## src/rtl/nvx_pkg.sv

```systemverilog
package nvx_pkg;
  typedef enum logic [2:0] {
    ST_WAIT   = 3'd0,
    ST_RECALL = 3'd1,
    ST_IDLE   = 3'd2,
    ST_ERASE  = 3'd3,
    ST_PROG   = 3'd4
  } nvx_state_e;
endpackage

```

## src/rtl/nvx_sync.sv

```systemverilog
module nvx_sync #(
  parameter int  STAGES  = 2,
  parameter bit  RST_VAL = 1'b1
) (
  input  logic clk,
  input  logic rst_n,
  input  logic d_i,
  output logic q_o
);
  logic [STAGES-1:0] sh_q;
  logic [STAGES-1:0] sh_d;

  always_comb begin
    sh_d = {sh_q[STAGES-2:0], d_i};
  end

  always_ff @(posedge clk or negedge rst_n) begin
    if (!rst_n) sh_q <= {STAGES{RST_VAL}};
    else        sh_q <= sh_d;
  end

  assign q_o = sh_q[STAGES-1];
endmodule

```

## src/rtl/nvx_wr_qual.sv

```systemverilog
module nvx_wr_qual (
  input  logic clk,
  input  logic rst_n,
  input  logic ce_n_i,
  input  logic we_n_i,
  input  logic inhibit_i,
  input  logic clr_i,
  output logic wr_en_o,
  output logic dirty_o
);
  logic wr_act;
  logic armed_q, armed_d;
  logic dirty_q, dirty_d;

  assign wr_act = !ce_n_i && !we_n_i;

  always_comb begin
    armed_d = armed_q;
    if (!wr_act)        armed_d = 1'b1;
    else if (inhibit_i) armed_d = 1'b0;
  end

  assign wr_en_o = !inhibit_i && wr_act && armed_q;

  always_comb begin
    dirty_d = dirty_q;
    if (clr_i)        dirty_d = 1'b0;
    else if (wr_en_o) dirty_d = 1'b1;
  end

  always_ff @(posedge clk or negedge rst_n) begin
    if (!rst_n) begin
      armed_q <= 1'b0;
      dirty_q <= 1'b0;
    end else begin
      armed_q <= armed_d;
      dirty_q <= dirty_d;
    end
  end

  assign dirty_o = dirty_q;

  p_no_write_inhibit_r3: assert property (@(posedge clk) disable iff (!rst_n)
    inhibit_i |-> !wr_en_o);
  p_rearm_r4: assert property (@(posedge clk) disable iff (!rst_n)
    ($fell(inhibit_i) && $past(wr_act) && wr_act) |-> !wr_en_o);
  p_dirty_set_r8: assert property (@(posedge clk) disable iff (!rst_n)
    wr_en_o |=> dirty_o);
endmodule

```

## src/rtl/nvx_seq.sv

```systemverilog
module nvx_seq
  import nvx_pkg::*;
#(
  parameter int ERASE_CYC  = 200,
  parameter int PROG_CYC   = 800,
  parameter int RECALL_CYC = 100
) (
  input  logic clk,
  input  logic rst_n,
  input  logic supply_low_i,
  input  logic dirty_i,
  output logic inhibit_o,
  output logic erase_o,
  output logic program_o,
  output logic recall_o,
  output logic store_done_o,
  output logic recall_done_o
);
  localparam int MAX_EP = (ERASE_CYC > PROG_CYC) ? ERASE_CYC : PROG_CYC;
  localparam int MAXC   = (MAX_EP > RECALL_CYC) ? MAX_EP : RECALL_CYC;
  localparam int CW     = $clog2(MAXC + 1);

  nvx_state_e st_q, st_d;
  logic [CW-1:0] cnt_q, ld_val;
  logic          cnt_ld, cnt_en, last;

  assign last   = (cnt_q == '0);
  assign cnt_en = cnt_ld || !last;

  always_comb begin
    st_d   = st_q;
    cnt_ld = 1'b0;
    ld_val = '0;
    case (st_q)
      ST_WAIT: if (!supply_low_i) begin
        st_d = ST_RECALL; cnt_ld = 1'b1; ld_val = CW'(RECALL_CYC - 1);
      end
      ST_RECALL: if (last) st_d = ST_IDLE;
      ST_IDLE: if (supply_low_i) begin
        if (dirty_i) begin
          st_d = ST_ERASE; cnt_ld = 1'b1; ld_val = CW'(ERASE_CYC - 1);
        end else begin
          st_d = ST_WAIT;
        end
      end
      ST_ERASE: if (last) begin
        st_d = ST_PROG; cnt_ld = 1'b1; ld_val = CW'(PROG_CYC - 1);
      end
      ST_PROG: if (last) st_d = ST_WAIT;
      default: st_d = ST_WAIT;
    endcase
  end

  always_ff @(posedge clk or negedge rst_n) begin
    if (!rst_n) begin
      st_q  <= ST_WAIT;
      cnt_q <= '0;
    end else begin
      st_q <= st_d;
      if (cnt_en) cnt_q <= cnt_ld ? ld_val : cnt_q - 1'b1;
    end
  end

  assign inhibit_o     = (st_q != ST_IDLE);
  assign erase_o       = (st_q == ST_ERASE);
  assign program_o     = (st_q == ST_PROG);
  assign recall_o      = (st_q == ST_RECALL);
  assign store_done_o  = program_o && last;
  assign recall_done_o = recall_o && last;

  p_erase_to_prog_r5: assert property (@(posedge clk) disable iff (!rst_n)
    $fell(erase_o) |-> program_o);
  p_no_abort_r7: assert property (@(posedge clk) disable iff (!rst_n)
    erase_o |=> (erase_o || program_o));
  p_clean_skip_r6: assert property (@(posedge clk) disable iff (!rst_n)
    (!inhibit_o && supply_low_i && !dirty_i) |=> !erase_o);
  p_done_in_prog_r5: assert property (@(posedge clk) disable iff (!rst_n)
    store_done_o |=> !program_o);
endmodule

```

## src/rtl/nv_xfer_ctrl.sv

```systemverilog
module nv_xfer_ctrl #(
  parameter int ERASE_CYC  = 200,
  parameter int PROG_CYC   = 800,
  parameter int RECALL_CYC = 100,
  parameter int SYNC_STAGES = 2
) (
  input  logic clk,
  input  logic rst_n,
  input  logic supply_low_i,
  input  logic ce_n_i,
  input  logic we_n_i,
  output logic erase_o,
  output logic program_o,
  output logic recall_o,
  output logic store_done_o,
  output logic recall_done_o,
  output logic inhibit_o,
  output logic wr_en_o
);
  logic low_s, dirty, clr;

  nvx_sync #(.STAGES(SYNC_STAGES), .RST_VAL(1'b1)) u_sync (
    .clk(clk), .rst_n(rst_n), .d_i(supply_low_i), .q_o(low_s)
  );

  nvx_wr_qual u_wq (
    .clk(clk), .rst_n(rst_n), .ce_n_i(ce_n_i), .we_n_i(we_n_i),
    .inhibit_i(inhibit_o), .clr_i(clr), .wr_en_o(wr_en_o), .dirty_o(dirty)
  );

  assign clr = store_done_o || recall_done_o;

  nvx_seq #(.ERASE_CYC(ERASE_CYC), .PROG_CYC(PROG_CYC), .RECALL_CYC(RECALL_CYC)) u_seq (
    .clk(clk), .rst_n(rst_n), .supply_low_i(low_s), .dirty_i(dirty || wr_en_o),
    .inhibit_o(inhibit_o), .erase_o(erase_o), .program_o(program_o),
    .recall_o(recall_o), .store_done_o(store_done_o), .recall_done_o(recall_done_o)
  );

  p_phase_onehot_r9: assert property (@(posedge clk) disable iff (!rst_n)
    $onehot0({erase_o, program_o, recall_o}));
  p_inhibit_r9: assert property (@(posedge clk) disable iff (!rst_n)
    (erase_o || program_o || recall_o) |-> inhibit_o);
  p_clear_r8: assert property (@(posedge clk) disable iff (!rst_n)
    clr |=> !u_wq.dirty_o);
endmodule

```

## config.mk

```make
export PLATFORM = sky130hd
export DESIGN_NAME = nv_xfer_ctrl
export DESIGN_NICKNAME = d
export VERILOG_FILES = /design/src/rtl/nvx_pkg.sv /design/src/rtl/nvx_sync.sv /design/src/rtl/nvx_wr_qual.sv /design/src/rtl/nvx_seq.sv /design/src/rtl/nv_xfer_ctrl.sv
export SDC_FILE = /design/constraint.sdc
export NUM_CORES = 1
export LEC_CHECK = 0
export BUFFER_PORTS_ARGS = -buffer_cell sky130_fd_sc_hd__buf_2
export CELL_PAD_IN_SITES_DETAIL_PLACEMENT = 0
export CELL_PAD_IN_SITES_GLOBAL_PLACEMENT = 1
export CORE_MARGIN = 5
export CORE_UTILIZATION = 40
export CTS_CLUSTER_DIAMETER = 50
export DETAILED_ROUTE_END_ITERATION = 16
export PLACE_DENSITY_LB_ADDON = 0.1
export RECOVER_POWER = 100
export SETUP_SLACK_MARGIN = 0.4
export SLEW_MARGIN = 30
export SYNTH_ARGS = -nofsm -noshare
export SYNTH_HDL_FRONTEND = slang
export SYNTH_SLANG_ARGS = --single-unit
```

## constraint.sdc

```tcl
create_clock -name clk -period 2.3 [get_ports clk]
set_clock_uncertainty 0.15 [all_clocks]
set_input_delay 0.345 -clock clk [delete_from_list [all_inputs] [get_ports clk]]
set_output_delay 0.345 -clock clk [all_outputs]
set_load 0.02 [all_outputs]
```

* Word-level counts from Yosys, hierarchy flattened *
Index checks and enable logic that the tools add are counted.

cells by class
  add/subtract/negate cells = 1
  eq/ne operators = 11
  mux-type cells = 22
  reduce and logical (&&, ||, !) cells = 16

operators with widths
  cell                     number
  $mux W10                 3
  $pmux W10 S3             1
  $mux W3                  5
  $pmux W3 S5              1
  $logic_not A10 Y1        1
  $sub A10 B1 Y10 const B  1
  $mux W1                  8
  $mux W8                  1
  $ne A2 B2 Y1 const B     4
  $mux W7                  1
  $eq A3 B2 Y1 const B     2
  $logic_and A1 B1 Y1      5
  $reduce_and A5 Y1        1
  $logic_not A1 Y1         4
  $ne A2 B1 Y1 const B     2
  $eq A3 B1 Y1 const B     1
  $eq A3 B3 Y1 const B     1
  $logic_not A3 Y1         1
  $logic_or A1 B1 Y1       3
  $ne A3 B2 Y1 const B     1
  $pmux W1 S3              1
  $mux W2                  1
  $reduce_bool A2 Y1       1

word-level totals
  bits in registers = 17
  input bits = 5
  output and inout bits = 7
  word-level logic and storage cells = 55

* Depth between registers and ports, before layout *
  depth after elaboration = 9
  gate-level depth with buffers = 6
  mapped depth without buffers = 6

* By module *
Synthesis repeated with hierarchy kept, for this count alone.

second synthesis, totals
  cells, all modules = 99
  area total of the unflattened synthesis = 907.1 um2

modules (own cells, without submodules)
  module        instances  cells an instance  area each (um2)  sequential area each (um2)
  nvx_seq       1          86                 755.7            325.3
  nvx_wr_qual   1          9                  86.3             50.0
  nvx_sync      1          2                  52.6             52.6
  nv_xfer_ctrl  1          2                  12.5             0.0

* Worst setup path after synthesis *
No wires, ideal clock.

  path type = register to output
  from = register u_seq.cnt_q[0]
  to = output port recall_done_o
  arrival = 1447 ps
  data required time = 1805 ps
  slack = 358 ps
  cell stages (with the launch flop) = 6
  buffers on the path = 0
  cell sequence = dfrtp_1 -> inv_1 -> ha_1 -> nor4b_4 -> nand3_2 -> nor2_1

between the ends
  word-level cells in the longest chain between the ends = 2

RTL lines
  what                    RTL line            text
  from (decl)             nvx_seq.sv:24       logic [CW-1:0] cnt_q, ld_val;
  from (signal assigned)  nvx_seq.sv:60       if (cnt_en) cnt_q <= cnt_ld ? ld_val : cnt_q - 1'b1;
  $logic_not A10 Y1       nvx_seq.sv:27       assign last = (cnt_q == '0);
  $logic_and A1 B1 Y1     nvx_seq.sv:69       assign recall_done_o = recall_o && last;
  to (decl)               nv_xfer_ctrl.sv:16  output logic recall_done_o,

Every way passes these cells.

* Worst setup path in the final report *
Same ends and word-level chain as after synthesis.

==> summary.txt <==
Unrepaired setup endpoints after global routing = true
Synth warn = 0
Final Cycle Share = 92.9%
HPWL after DPL = 1.60 mm
Final setup TNS = 0 ns
Post-synthesis compound-gate area fraction = 16.9%
Launch point of the worst path = u_seq.cnt_q[0]
Core area = 0.00241 mm2
Share of cells above drive strength 1 = 29.2%
Placer congestion estimate = 0.790
H-tree levels = 1
Arrival time worst endpoint = 1.64 ns
Peak supply drop = 0.783 mV
Post-DR vias/cell = 5.31
Post-route ant nets = 0
Critical path's slowest cell = dfrtp_1
Average wire per cell in the routed design = 14.9 um
Multiplexer share of the synthesized area = 1.02%
Yosys reg bits = 17
Leakage dissipation = 0.547 nW
Num ports = 12
Simple-Gate Fraction of Synth Area = 28.4%
Share of the synthesized area in the top cell type = 38.4%
Total Wirelength = 2.38 mm
Num rows = 18
Max-slew violations = 0
Clk root buf = clkbuf_4
XOR/XNOR Fraction of Synth Area = 3.59%
Die W = 59.4 um
FMAX = 0.468 GHz
CP cell instances = inv_2 > ha_4 > nor4b_4 > nand3_1 > nor2_1 > clkbuf_2
Num CTS Buffers = 3
Yosys top cell by area = dfrtp_1
Diodes inserted = 0
TritonCTS clock tree = built
Worst slew margin = 37.9%
Nature of the critical path startpoint = flip-flop
Top FF cell, synth = dfrtp_1
Adder-Cell Fraction of Synth Area = 2.56%
Final Hold Viols = 0
Min-Delay Path Class = input pin to flip-flop
Vias = 849
Sequential fraction of the synthesis area = 43.8%
Worst Setup End Kind = output port
CP Max Fanout = 3
Total track usage = 14.8%
Final setup vio count = 0
Final nets = 138
Largest family of logic cells by synthesized area = simple AND/OR/NAND/NOR gates
Worst slew pin tran = 0.932 ns
Drt first pass iters = 4
Die area = 0.00353 mm2
Starting Density = 40.6%
Chip Height = 59.4 um
Distinct cells, synth = 37
Buffers on Ports = 11
Syn Std Cell Area = 977 um2
Initial antenna violation count = 0
Placed Cells = 142
Ys async rst share = 100%
Clock transition at the registers of the reported paths = 0.11 ns
Max incr delay on CP = 0.41 ns
Avg Inst Size Synth = 9.58 um2
R2R Path Start = u_seq.cnt_q[0]
Power density cells = 1120 mW/mm2
Top post-synthesis cells by area = dfrtp_1 38%, dfstp_2 5.4%, nor2_1 4.6%
Layout area overhead = 24.7%
Maximum clock insertion buffer count = 2
Post-Syn Nets = 109
Vias in the first global route = 837
Initial DRC count = 32
TritonCTS sink count = 17
Cells on Worst Hold Path = 2
DRC violations left = 0
Post-synth EDFFs = 0
Status = finished clean
Global-route wire length before repair = 4.00 mm
Non-filler instance count after layout = 160
Max Cap Viol = 0
Largest net degree at the start of global routing = 18
HP Start = ce_n_i
Clock period minus worst slack = 2.14 ns
GRT overflow = 0
Worst skew pair latency = 0.30 ns
Final Core Density = 50.6%
Critical path class = flip-flop to output port
R2r worst-path depth = 10
Worst Path Required = 1.80 ns
Filler cells = 237
Synthesized instance count = 102
## cell type report
cell class                 count  area, um2  share of cell area (%)
clock buffer                   4       26.3                    2.16
sequential                    17        430                    35.3
tap                           30       37.5                    3.08
timing repair buffer          26        183                    15.0
multi-input combinational     76        515                    42.3
inverter                       7       26.3                    2.16
## per-layer routing
layer | track usage [%] | vias up | share of wire (%)
met5 | 0 | - | 0
met4 | 3.88 | 0 | 1.5
met3 | 1.96 | 4 | 4.8
met2 | 23.2 | 21 | 45
met1 | 21.4 | 403 | 48
li1 | - | 421 | -
## kinds of logic after synthesis
family / after synthesis
xor gates and xnor gates: 4
adders and majority gates: 2
DFF: 17
buffers and inverters: 9
and+or+nand+nor: 44
muxes: 1
AOI/OAI and AO/OA: 25
## synthesized netlist by cell type, types with 2 or more instances
| library cell | count |
|---|---|
| a21o_1 | 2 |
| a21oi_1 | 6 |
| a311oi_1 | 3 |
| and2_1 | 2 |
| and3b_1 | 2 |
| buf_2 | 2 |
| dfrtp_1 | 15 |
| dfstp_2 | 2 |
| ha_1 | 2 |
| inv_1 | 7 |
| nand2_1 | 8 |
| nor2_1 | 12 |
| nor3_1 | 2 |
| nor3b_1 | 2 |
| nor4_1 | 2 |
| o211ai_2 | 2 |
| o21ai_0 | 4 |
| o21ai_1 | 4 |
| o31ai_1 | 2 |
| xor2_1 | 4 |
## registers in the layout, indices dropped and copies added (netlist names)
signal	flops
u_seq.st_q	3
u_seq.cnt_q	10
u_wq.dirty_o	1
u_sync.sh_q	2
u_wq.armed_q	1
## placed cells by master (no fill, tap or decap), types with 2 or more instances in the layout
cell type / instances
o21ai_0: 6
o21ai_1: 2
buf_6: 3
buf_4: 10
dlygate4sd3_1: 2
nand2_1: 8
and3b_1: 2
nor3_1: 2
and2_0: 3
clkbuf_4: 4
clkbuf_1: 4
nor2_1: 12
nor3b_1: 2
nand3_1: 2
xor2_1: 4
a311oi_1: 3
a21o_1: 2
nor4_1: 2
dfrtp_1: 13
a21oi_1: 6
inv_2: 2
inv_1: 5
buf_2: 6
dfstp_2: 2
o211ai_1: 2
dfrtp_2: 2
## power breakdown
group	switching (mW)	total, mW	internal [mW]
logic	0.324	0.640	0.316
registers	0.145	0.552	0.407
clock network	0.101	0.168	0.0676
## path summary, 6_finish.rpt
kind / endpoint / slack (ns)
max: recall_done_o / 0.16
min: u_wq.armed_q / 0.12
max reg2reg: u_seq.cnt_q[2] / 0.25
min reg2reg: u_sync.sh_q[1] / 0.22
max in group asynchronous: u_seq.st_q[2] / 0.83
min in group asynchronous: u_seq.cnt_q[2] / 0.54
## stage by stage
stage	setup slack [ns]	total power [mW]	hold slack (ns)	area [um2]
floorplan	0.358	0.923	-0.101	977
global placement	0.389	1.05	0.142	1070
detailed placement	0.372	1.04	0.145	1070
CTS	0.215	1.30	0.104	1190
global route	0.0964	1.46	0.129	1220
finish	0.163	1.36	0.117	1220
## critical path: cells and delay by family, from the launching register on
family                   cells  cell delay [ns]
adder cells (fa/ha/maj)      1             0.14
AND/OR/NAND/NOR              3             0.51
flip-flops                   1             0.41
buffers and inverters        2             0.29
## repair_timing
item,CTS,global route
hold endpoints to repair,16,0
pin swaps,5,6
buffers inserted,6,6
hold buffers,2,0
endpoints found under the setup margin,6,15
gates resized for setup,9,7
Note: power is estimated with default switching activity, not from simulation.
